**src/rtl/srx_pkg.sv**
```systemverilog
package srx_pkg;

  typedef enum logic [2:0] {
    ST_IDLE  = 3'd0,
    ST_ENTER = 3'd1,
    ST_HOLD  = 3'd2,
    ST_SLEEP = 3'd3,
    ST_WAKE  = 3'd4,
    ST_XWAIT = 3'd5
  } srx_state_e;

  // {cs_n, ras_n, cas_n, we_n}
  localparam logic [3:0] CMD_NOP     = 4'b0111;
  localparam logic [3:0] CMD_REFRESH = 4'b0001;
  localparam logic [3:0] CMD_DESEL   = 4'b1111;

endpackage

```
**src/rtl/srx_rst_sync.sv**
```systemverilog
module srx_rst_sync (
  input  logic clk,
  input  logic rst_n,
  output logic rst_n_sync
);

  logic [1:0] sync_q;

  always_ff @(posedge clk or negedge rst_n) begin
    if (!rst_n) sync_q <= 2'b00;
    else        sync_q <= {sync_q[0], 1'b1};
  end

  assign rst_n_sync = sync_q[1];

endmodule

```
**src/rtl/srx_phase_timer.sv**
```systemverilog
module srx_phase_timer #(
  parameter int CW = 8
) (
  input  logic          clk,
  input  logic          rst_n,
  input  logic          restart_i,
  input  logic          count_en_i,
  output logic [CW-1:0] cnt_o
);

  logic [CW-1:0] cnt_q, cnt_d;

  always_comb begin
    cnt_d = cnt_q;
    if (restart_i)       cnt_d = '0;
    else if (count_en_i) cnt_d = cnt_q + 1'b1;
  end

  always_ff @(posedge clk or negedge rst_n) begin
    if (!rst_n) cnt_q <= '0;
    else        cnt_q <= cnt_d;
  end

  assign cnt_o = cnt_q;

endmodule

```
**src/rtl/srx_out_decode.sv**
```systemverilog
module srx_out_decode
  import srx_pkg::*;
(
  input  srx_state_e state_i,
  output logic       cke_o,
  output logic [3:0] cmd_o,
  output logic       clk_run_o,
  output logic       busy_o
);

  always_comb begin
    cke_o     = 1'b0;
    cmd_o     = CMD_DESEL;
    clk_run_o = 1'b1;
    busy_o    = 1'b1;
    unique case (state_i)
      ST_IDLE: begin
        cke_o  = 1'b1;
        cmd_o  = CMD_NOP;
        busy_o = 1'b0;
      end
      ST_ENTER: cmd_o = CMD_REFRESH;
      ST_HOLD:  cmd_o = CMD_DESEL;
      ST_SLEEP: clk_run_o = 1'b0;
      ST_WAKE:  cmd_o = CMD_NOP;
      ST_XWAIT: begin
        cke_o = 1'b1;
        cmd_o = CMD_NOP;
      end
      default: ;
    endcase
  end

endmodule

```
**src/rtl/srx_sequencer.sv**
```systemverilog
module srx_sequencer
  import srx_pkg::*;
#(
  parameter int ENTRY_HOLD_CYC = 1,
  parameter int EXIT_LEAD_CYC  = 1,
  parameter int XS_CYC         = 200
) (
  input  logic       clk,
  input  logic       rst_n,
  input  logic       enter_req_i,
  input  logic       exit_req_i,
  input  logic       banks_idle_i,
  output logic       cke_o,
  output logic [3:0] cmd_o,
  output logic       clk_run_o,
  output logic       busy_o,
  output logic       ready_o
);

  localparam int MAX_A = (ENTRY_HOLD_CYC > EXIT_LEAD_CYC) ? ENTRY_HOLD_CYC : EXIT_LEAD_CYC;
  localparam int MAX_C = (MAX_A > XS_CYC) ? MAX_A : XS_CYC;
  localparam int CW    = $clog2(MAX_C) + 1;
  localparam logic [CW-1:0] LIM_HOLD = CW'(ENTRY_HOLD_CYC - 1);
  localparam logic [CW-1:0] LIM_LEAD = CW'(EXIT_LEAD_CYC - 1);
  localparam logic [CW-1:0] LIM_XS   = CW'(XS_CYC - 1);

  logic          rst_n_s;
  srx_state_e    state_q, state_d;
  logic          enter_pend_q, enter_pend_d;
  logic          exit_pend_q, exit_pend_d;
  logic          ready_q, ready_d;
  logic [CW-1:0] cnt;
  logic          restart, count_en, go, wake;

  srx_rst_sync u_rst_sync (
    .clk        (clk),
    .rst_n      (rst_n),
    .rst_n_sync (rst_n_s)
  );

  srx_phase_timer #(.CW(CW)) u_timer (
    .clk        (clk),
    .rst_n      (rst_n_s),
    .restart_i  (restart),
    .count_en_i (count_en),
    .cnt_o      (cnt)
  );

  assign go       = (enter_req_i | enter_pend_q) & banks_idle_i;
  assign wake     = exit_req_i | exit_pend_q;
  assign count_en = (state_q == ST_HOLD) || (state_q == ST_WAKE) || (state_q == ST_XWAIT);
  assign restart  = (state_d != state_q);

  // next-state
  always_comb begin
    state_d = state_q;
    unique case (state_q)
      ST_IDLE:  if (go) state_d = ST_ENTER;
      ST_ENTER: state_d = ST_HOLD;
      ST_HOLD:  if (cnt == LIM_HOLD) state_d = ST_SLEEP;
      ST_SLEEP: if (wake) state_d = ST_WAKE;
      ST_WAKE:  if (cnt == LIM_LEAD) state_d = ST_XWAIT;
      ST_XWAIT: if (cnt == LIM_XS) state_d = ST_IDLE;
      default:  state_d = ST_IDLE;
    endcase
  end

  // request capture
  always_comb begin
    enter_pend_d = 1'b0;
    exit_pend_d  = 1'b0;
    if (state_q == ST_IDLE)
      enter_pend_d = (enter_req_i | enter_pend_q) & ~banks_idle_i;
    if ((state_q == ST_ENTER) || (state_q == ST_HOLD))
      exit_pend_d = wake;
    else if (state_q == ST_SLEEP)
      exit_pend_d = 1'b0;
    ready_d = (state_q == ST_XWAIT) && (state_d == ST_IDLE);
  end

  always_ff @(posedge clk or negedge rst_n_s) begin
    if (!rst_n_s) begin
      state_q      <= ST_IDLE;
      enter_pend_q <= 1'b0;
      exit_pend_q  <= 1'b0;
      ready_q      <= 1'b0;
    end else begin
      state_q      <= state_d;
      enter_pend_q <= enter_pend_d;
      exit_pend_q  <= exit_pend_d;
      ready_q      <= ready_d;
    end
  end

  srx_out_decode u_dec (
    .state_i   (state_q),
    .cke_o     (cke_o),
    .cmd_o     (cmd_o),
    .clk_run_o (clk_run_o),
    .busy_o    (busy_o)
  );

  assign ready_o = ready_q;

endmodule

```
**config.mk**
```make
export PLATFORM = sky130hd
export DESIGN_NAME = srx_sequencer
export DESIGN_NICKNAME = d
export VERILOG_FILES = /design/src/rtl/srx_pkg.sv /design/src/rtl/srx_rst_sync.sv /design/src/rtl/srx_phase_timer.sv /design/src/rtl/srx_out_decode.sv /design/src/rtl/srx_sequencer.sv
export SDC_FILE = /design/constraint.sdc
export NUM_CORES = 1
export LEC_CHECK = 0
export BUFFER_PORTS_ARGS = -buffer_cell sky130_fd_sc_hd__buf_4
export CORE_UTILIZATION = 35
export CTS_CLUSTER_DIAMETER = 40
export CTS_CLUSTER_SIZE = 30
export DETAILED_ROUTE_END_ITERATION = 10
export GPL_TIMING_DRIVEN = 0
export HOLD_SLACK_MARGIN = 0.06
export SETUP_SLACK_MARGIN = 0.5
export SYNTH_ARGS = -nofsm -noshare
export SYNTH_HDL_FRONTEND = slang
export SYNTH_SLANG_ARGS = --single-unit
```
**constraint.sdc**
```tcl
create_clock -name clk -period 1.03 [get_ports clk]
set_clock_uncertainty 0.05 [all_clocks]
set_input_delay 0.0515 -clock clk [delete_from_list [all_inputs] [get_ports clk]]
set_output_delay 0.0515 -clock clk [all_outputs]
set_load 0.01 [all_outputs]
```
* Word-level counts from Yosys, hierarchy flattened
Index checks and enable logic that the tools add are counted.
Word-level totals: bits in registers 17, input bits 5, output and inout port bits 8, logic and storage cells 43
Cells by class: $add $sub $neg 1, equality and inequality tests 7, muxes and demuxes 14, bitwise gates (word level) 5, reduce and logical (&&, ||, !) cells 10
Operator list (count):
- $mux 9 | 2
- $pmux 3 s6 | 1
- $mux 3 | 5
- $add 9x1->9 const B | 1
- $eq 9x8->1 const B | 1
- $logic_not 9->1 | 1
- $pmux 4 s2 | 1
- $eq 3x2->1 const B | 2
- $eq 3x3->1 const B | 2
- $logic_not 3->1 | 2
- $mux 1 | 5
- $eq 3x1->1 const B | 1
- $logic_or 1x1->1 | 3
- $ne 3x3->1 | 1
- $reduce_or 3->1 | 1
- $and 1x1->1 | 2
- $or 1x1->1 | 2
- $reduce_bool 2->1 | 1
- $reduce_or 2->1 | 1
- $logic_and 1x1->1 | 1
- $not 1->1 | 1

* Depth between registers and ports, before layout
word-level depth 6, gate-level depth with buffers 6, mapped depth without buffers 5

* Cells and area by module
Synthesis repeated with hierarchy kept, for this count alone.
Second synthesis, totals: cell total of the unflattened synthesis 92, area total of the unflattened synthesis 914.6 um^2
Modules (own cells, without submodules):
- srx_phase_timer | instances 1, cells each 43, area an instance 459.2 um^2, seq. area each 225.2 um^2
- srx_sequencer | instances 1, cells each 36, area an instance 345.3 um^2, seq. area each 150.1 um^2
- srx_out_decode | instances 1, cells each 10, area an instance 56.3 um^2, seq. area each 0.0 um^2
- srx_rst_sync | instances 1, cells each 3, area an instance 53.8 um^2, seq. area each 50.0 um^2

* Worst setup path after synthesis
OpenSTA, ideal clock, no wires.
path kind flip-flop to flip-flop, start point register u_timer.cnt_q[4] (netlist: u_timer.cnt_o[4]), end point register u_timer.cnt_q[0] (netlist: u_timer.cnt_o[0]), library setup time 0.137 ns, arrival 1.461 ns, data required time 0.843 ns, path slack -0.617 ns, stages on the path, launching flop included 5, path buffers 0, clock period less this slack 1.647 ns, path through dfrtp_1 nor4_1 a21boi_1 o311ai_4 nor2_1
On the way: cells in the longest elaborated chain, start to end 5, elaborated cells on any way between the ends 9, classes of those cells eq/ne (2); mux (5); reduce/logical (2)
RTL lines:
- start, declared | line srx_phase_timer.sv:11 | logic [CW-1:0] cnt_q, cnt_d;
- start signal, assigned | line srx_phase_timer.sv:21 | else cnt_q <= cnt_d;
- $eq 9x8->1 or $logic_not 9->1 (tied branches) | line srx_sequencer.sv:63, srx_sequencer.sv:60, srx_sequencer.sv:62
- $mux 3, on equally long branches | line srx_sequencer.sv:63, srx_sequencer.sv:60, srx_sequencer.sv:62
- $pmux 3 s6 * | line srx_sequencer.sv:57 | unique case (state_q)
- $ne 3x3->1 * | line srx_sequencer.sv:52 | assign restart = (state_d != state_q);
- $mux 9 or $reduce_bool 2->1 (tied branches)
Every way passes the cells marked *; elsewhere a longest branch is shown, timed or not. A chain may end at the register's enable or synchronous reset.

* Worst setup path after layout
start point register state_q[1], end point register u_timer.cnt_q[6] (netlist: u_timer.cnt_o[6])
On the way: cells in the longest elaborated chain, start to end 4, elaborated cells on any way between the ends 17, classes of those cells eq/ne (6); mux (7); reduce/logical (4)
RTL lines:
- start, declared | line srx_sequencer.sv:28 | srx_state_e state_q, state_d;
- start signal, assigned | line srx_sequencer.sv:88 | state_q <= state_d;
- $eq 3x3->1 (tied with other cells) | line srx_sequencer.sv:51, srx_sequencer.sv:57
- $pmux 3 s6 or $logic_or 1x1->1 (tied branches) | line srx_sequencer.sv:57, srx_sequencer.sv:51
- $ne 3x3->1 or $logic_or 1x1->1 (tied branches) | line srx_sequencer.sv:52, srx_sequencer.sv:51
- $mux 9 or $reduce_bool 2->1 (tied branches)
Several ways; a longest one is shown, not always the timed one.

==> run metrics <==
outcome complete, but fails checks; failing checks hold timing, setup timing; Congestion Overflow GR 0; largest area contributor in the netlist dfrtp_1; drt drc 0; post-route design area 1450 µm²; Gate Count Post-Synth 96; Fin Setup TNS -8430 ps; Max Freq 616 MHz; pwr dens 2600 nW/µm²; vias in the first global route 778; met3 Usage GRT 5.08%; Max Transition Viols Final 0; first-pass GRT wire length 3.43 mm; HP Class in -> reg; sequential share of the synthesized area 45.2%; Area Overhead vs Synth 54.3%; share of the synthesized area in the top cell type 45.2%; chip height 53.9 µm; slowest stage cell on the critical path dfrtp_1; Final Net Count 142; critical path arrival 1770 ps; Setup WS post-layout -592 ps; clk slew on worst S/H paths 100 ps; hpwl dp 1.28 mm; most frequent cells in the layout 22 x buf_4, 15 x buf_6, 12 x dfrtp_1; CP Data Required Time 1170 ps; Hold Vio Cnt, Final 2; synth unique cells 33; Crit path buffers/inverters 2; R2R depth 6; GR Util met2 28.8%; initial antenna violation count 0; hold buffers post-CTS 1; gr usage total 16.9%; Avg Cell Area, Syn 9.80 µm²; Yosys Warn Count 0; total wire length 2.28 mm; HP Start banks_idle_i; CP max stage delay 410 ps; fin crit period 1620 ps; Num Clock Sinks 17; Pleak 0.640 nW; top post-synthesis cells by area dfrtp_1 45%, xor2_1 5.6%, nor2_1 5.2%; Longest Clk Path Bufs 2; fin cells 164; initial core utilization 37.6%; via count 826; die area 2900 µm²; IO Count 13; CTS tree yes; DR iter-0 viols 13; Hold EP enter_pend_q; Setup crit start state_q[1]; RSZ-0062 raised after global routing yes; dpl cells 138; worst-path cell chain buf_6 > and2b_2 > and2_4 > o311ai_4 > buf_6 > nor2_1; n_diodes 0; Worst-Skew Late Latency 300 ps; reg-to-reg endpoint u_timer.cnt_o[6]; layout cells sized above 1 55.2%; CP Launch Type flop; Num CTS Buffers 3; Util after Layout 58.1%; H-Tree Depth 1; vias per inst 5.04; die width 53.9 µm; routed len/inst 13.9 µm; Critical Path Sink Type flop; core area 2500 µm²; row cnt 18; # port buffers 11; r2r setup slk -590 ps; gp weighted congestion 0.717; final setup vio count 21; share of the clock period used by the worst path 158%; Max-Cap Viols 0; CP max FO 8; commonest non-fill, non-tap cell in the layout buf_4; DR pass1 iterations 4; Antenna Violating Nets Remaining 0; Worst R2R Start state_q[1]; most frequent CP cell buf_6; M1 GR Usage 20.5%; WHS Path Cells 2; DP Area 1130 µm²; maximum vdd drop 2.33 mV; delay-heaviest family, CP simple AND/OR/NAND/NOR gates; cell area after synthesis 941 µm²; final hold slack -162 ps; Tot Pwr 0.00377 W; Crit Path Category reg -> reg; gr busiest metal met2; Synth Register Bits 17; largest net degree at the start of global routing 16; number of fill cells 222; Clk Tree Root Cell clkbuf_4
-- state kept, by name, indices dropped and copies added, names as in the netlist --
register and cells:
ready_o 1, state_q 3, enter_pend_q 1, u_timer.cnt_o 9, exit_pend_q 1, u_rst_sync.sync_q 2
-- repair_timing --
action                                 4_1_cts  5_1_grt
setup endpoints to repair                   29       23
endpoints found under the hold margin        5        5
pin swaps                                   14        6
buffers inserted                            12        9
gates resized for setup                     23       16
-- Yosys cell counts (all sizes together) --
cell type   n
dfrtp      17
and3        2
a21boi      1
xor2        6
inv         3
nand2       5
a21oi       4
clkbuf      2
and2        2
nor4        2
or3         1
and4        2
nor2b       1
or4         1
o21ai       7
nor3b       1
nor3        3
o211ai      2
o2111ai     3
xnor2       2
o31ai       1
ha          2
o311ai      1
o2bb2ai     1
conb        1
nor2       13
and2b       1
buf         5
nand3       4
-- worst reg2reg max path, delay by kind of cell, from the launching register on --
family,cells,cell delay [ps]
AO/OA/AOI/OAI,1,320
buffers and inverters,2,320
flip-flops,1,410
AND/OR/NAND/NOR,3,430
-- logic make-up after synthesis --
group / share of synthesized area, %
AOI/OAI and AO/OA: 16.4
xor gates and xnor gates: 7.45
adders and majority gates: 2.66
buffers and inverters: 5.85
DFF: 45.2
other: 0.399
and+or+nand+nor: 22.1
-- report_power, final --
group	switching (W)	total [W]	internal, W	leakage [nW]
registers	0.000115	0.000906	0.000791	0.219
logic	0.00114	0.00250	0.00136	0.403
clock network	0.000218	0.000363	0.000145	0.0177
total	0.00148	0.00377	0.00230	0.640
-- area by class of cell --
| class | count | area (µm²) | share of cell area (%) |
|---|---|---|---|
| Clock inverter | 1 | 5.00 | 0.345 |
| Multi-Input combinational cell | 70 | 577 | 39.7 |
| Timing Repair Buffer | 33 | 295 | 20.3 |
| Inverter | 3 | 11.3 | 0.776 |
| Tap cell | 30 | 37.5 | 2.59 |
| Buffer | 7 | 68.8 | 4.74 |
| Clock buffer | 3 | 22.5 | 1.55 |
| Sequential cell | 17 | 434 | 29.9 |
-- routing by layer --
| layer | share of wire, % | vias to the layer above |
|---|---|---|
| li1 | - | 406 |
| met1 | 42 | 404 |
| met2 | 53 | 14 |
| met3 | 3.8 | 2 |
| met4 | 0.57 | 0 |
| met5 | 0 | - |
-- worst max path at each step --
stage,endpoint,slack [ps],cells past startpoint
2_1_floorplan,u_timer.cnt_o[7],-520,5
5_1_grt,u_timer.cnt_o[7],-630,6
6_report,u_timer.cnt_o[6],-590,6
4_1_cts,u_timer.cnt_o[8],-560,5
3_5_place_dp,u_timer.cnt_o[0],-730,5
3_3_place_gp,u_timer.cnt_o[0],-700,5
-- stage by stage --
stage / setup slack (ps) / hold WS, ps
after floorplan: -516 / -294
after global placement: -699 / -215
after CTS: -557 / -160
after detailed placement: -730 / -215
final: -592 / -162
after global routing: -629 / -167
No activity file was read; power rests on OpenSTA's default activity.
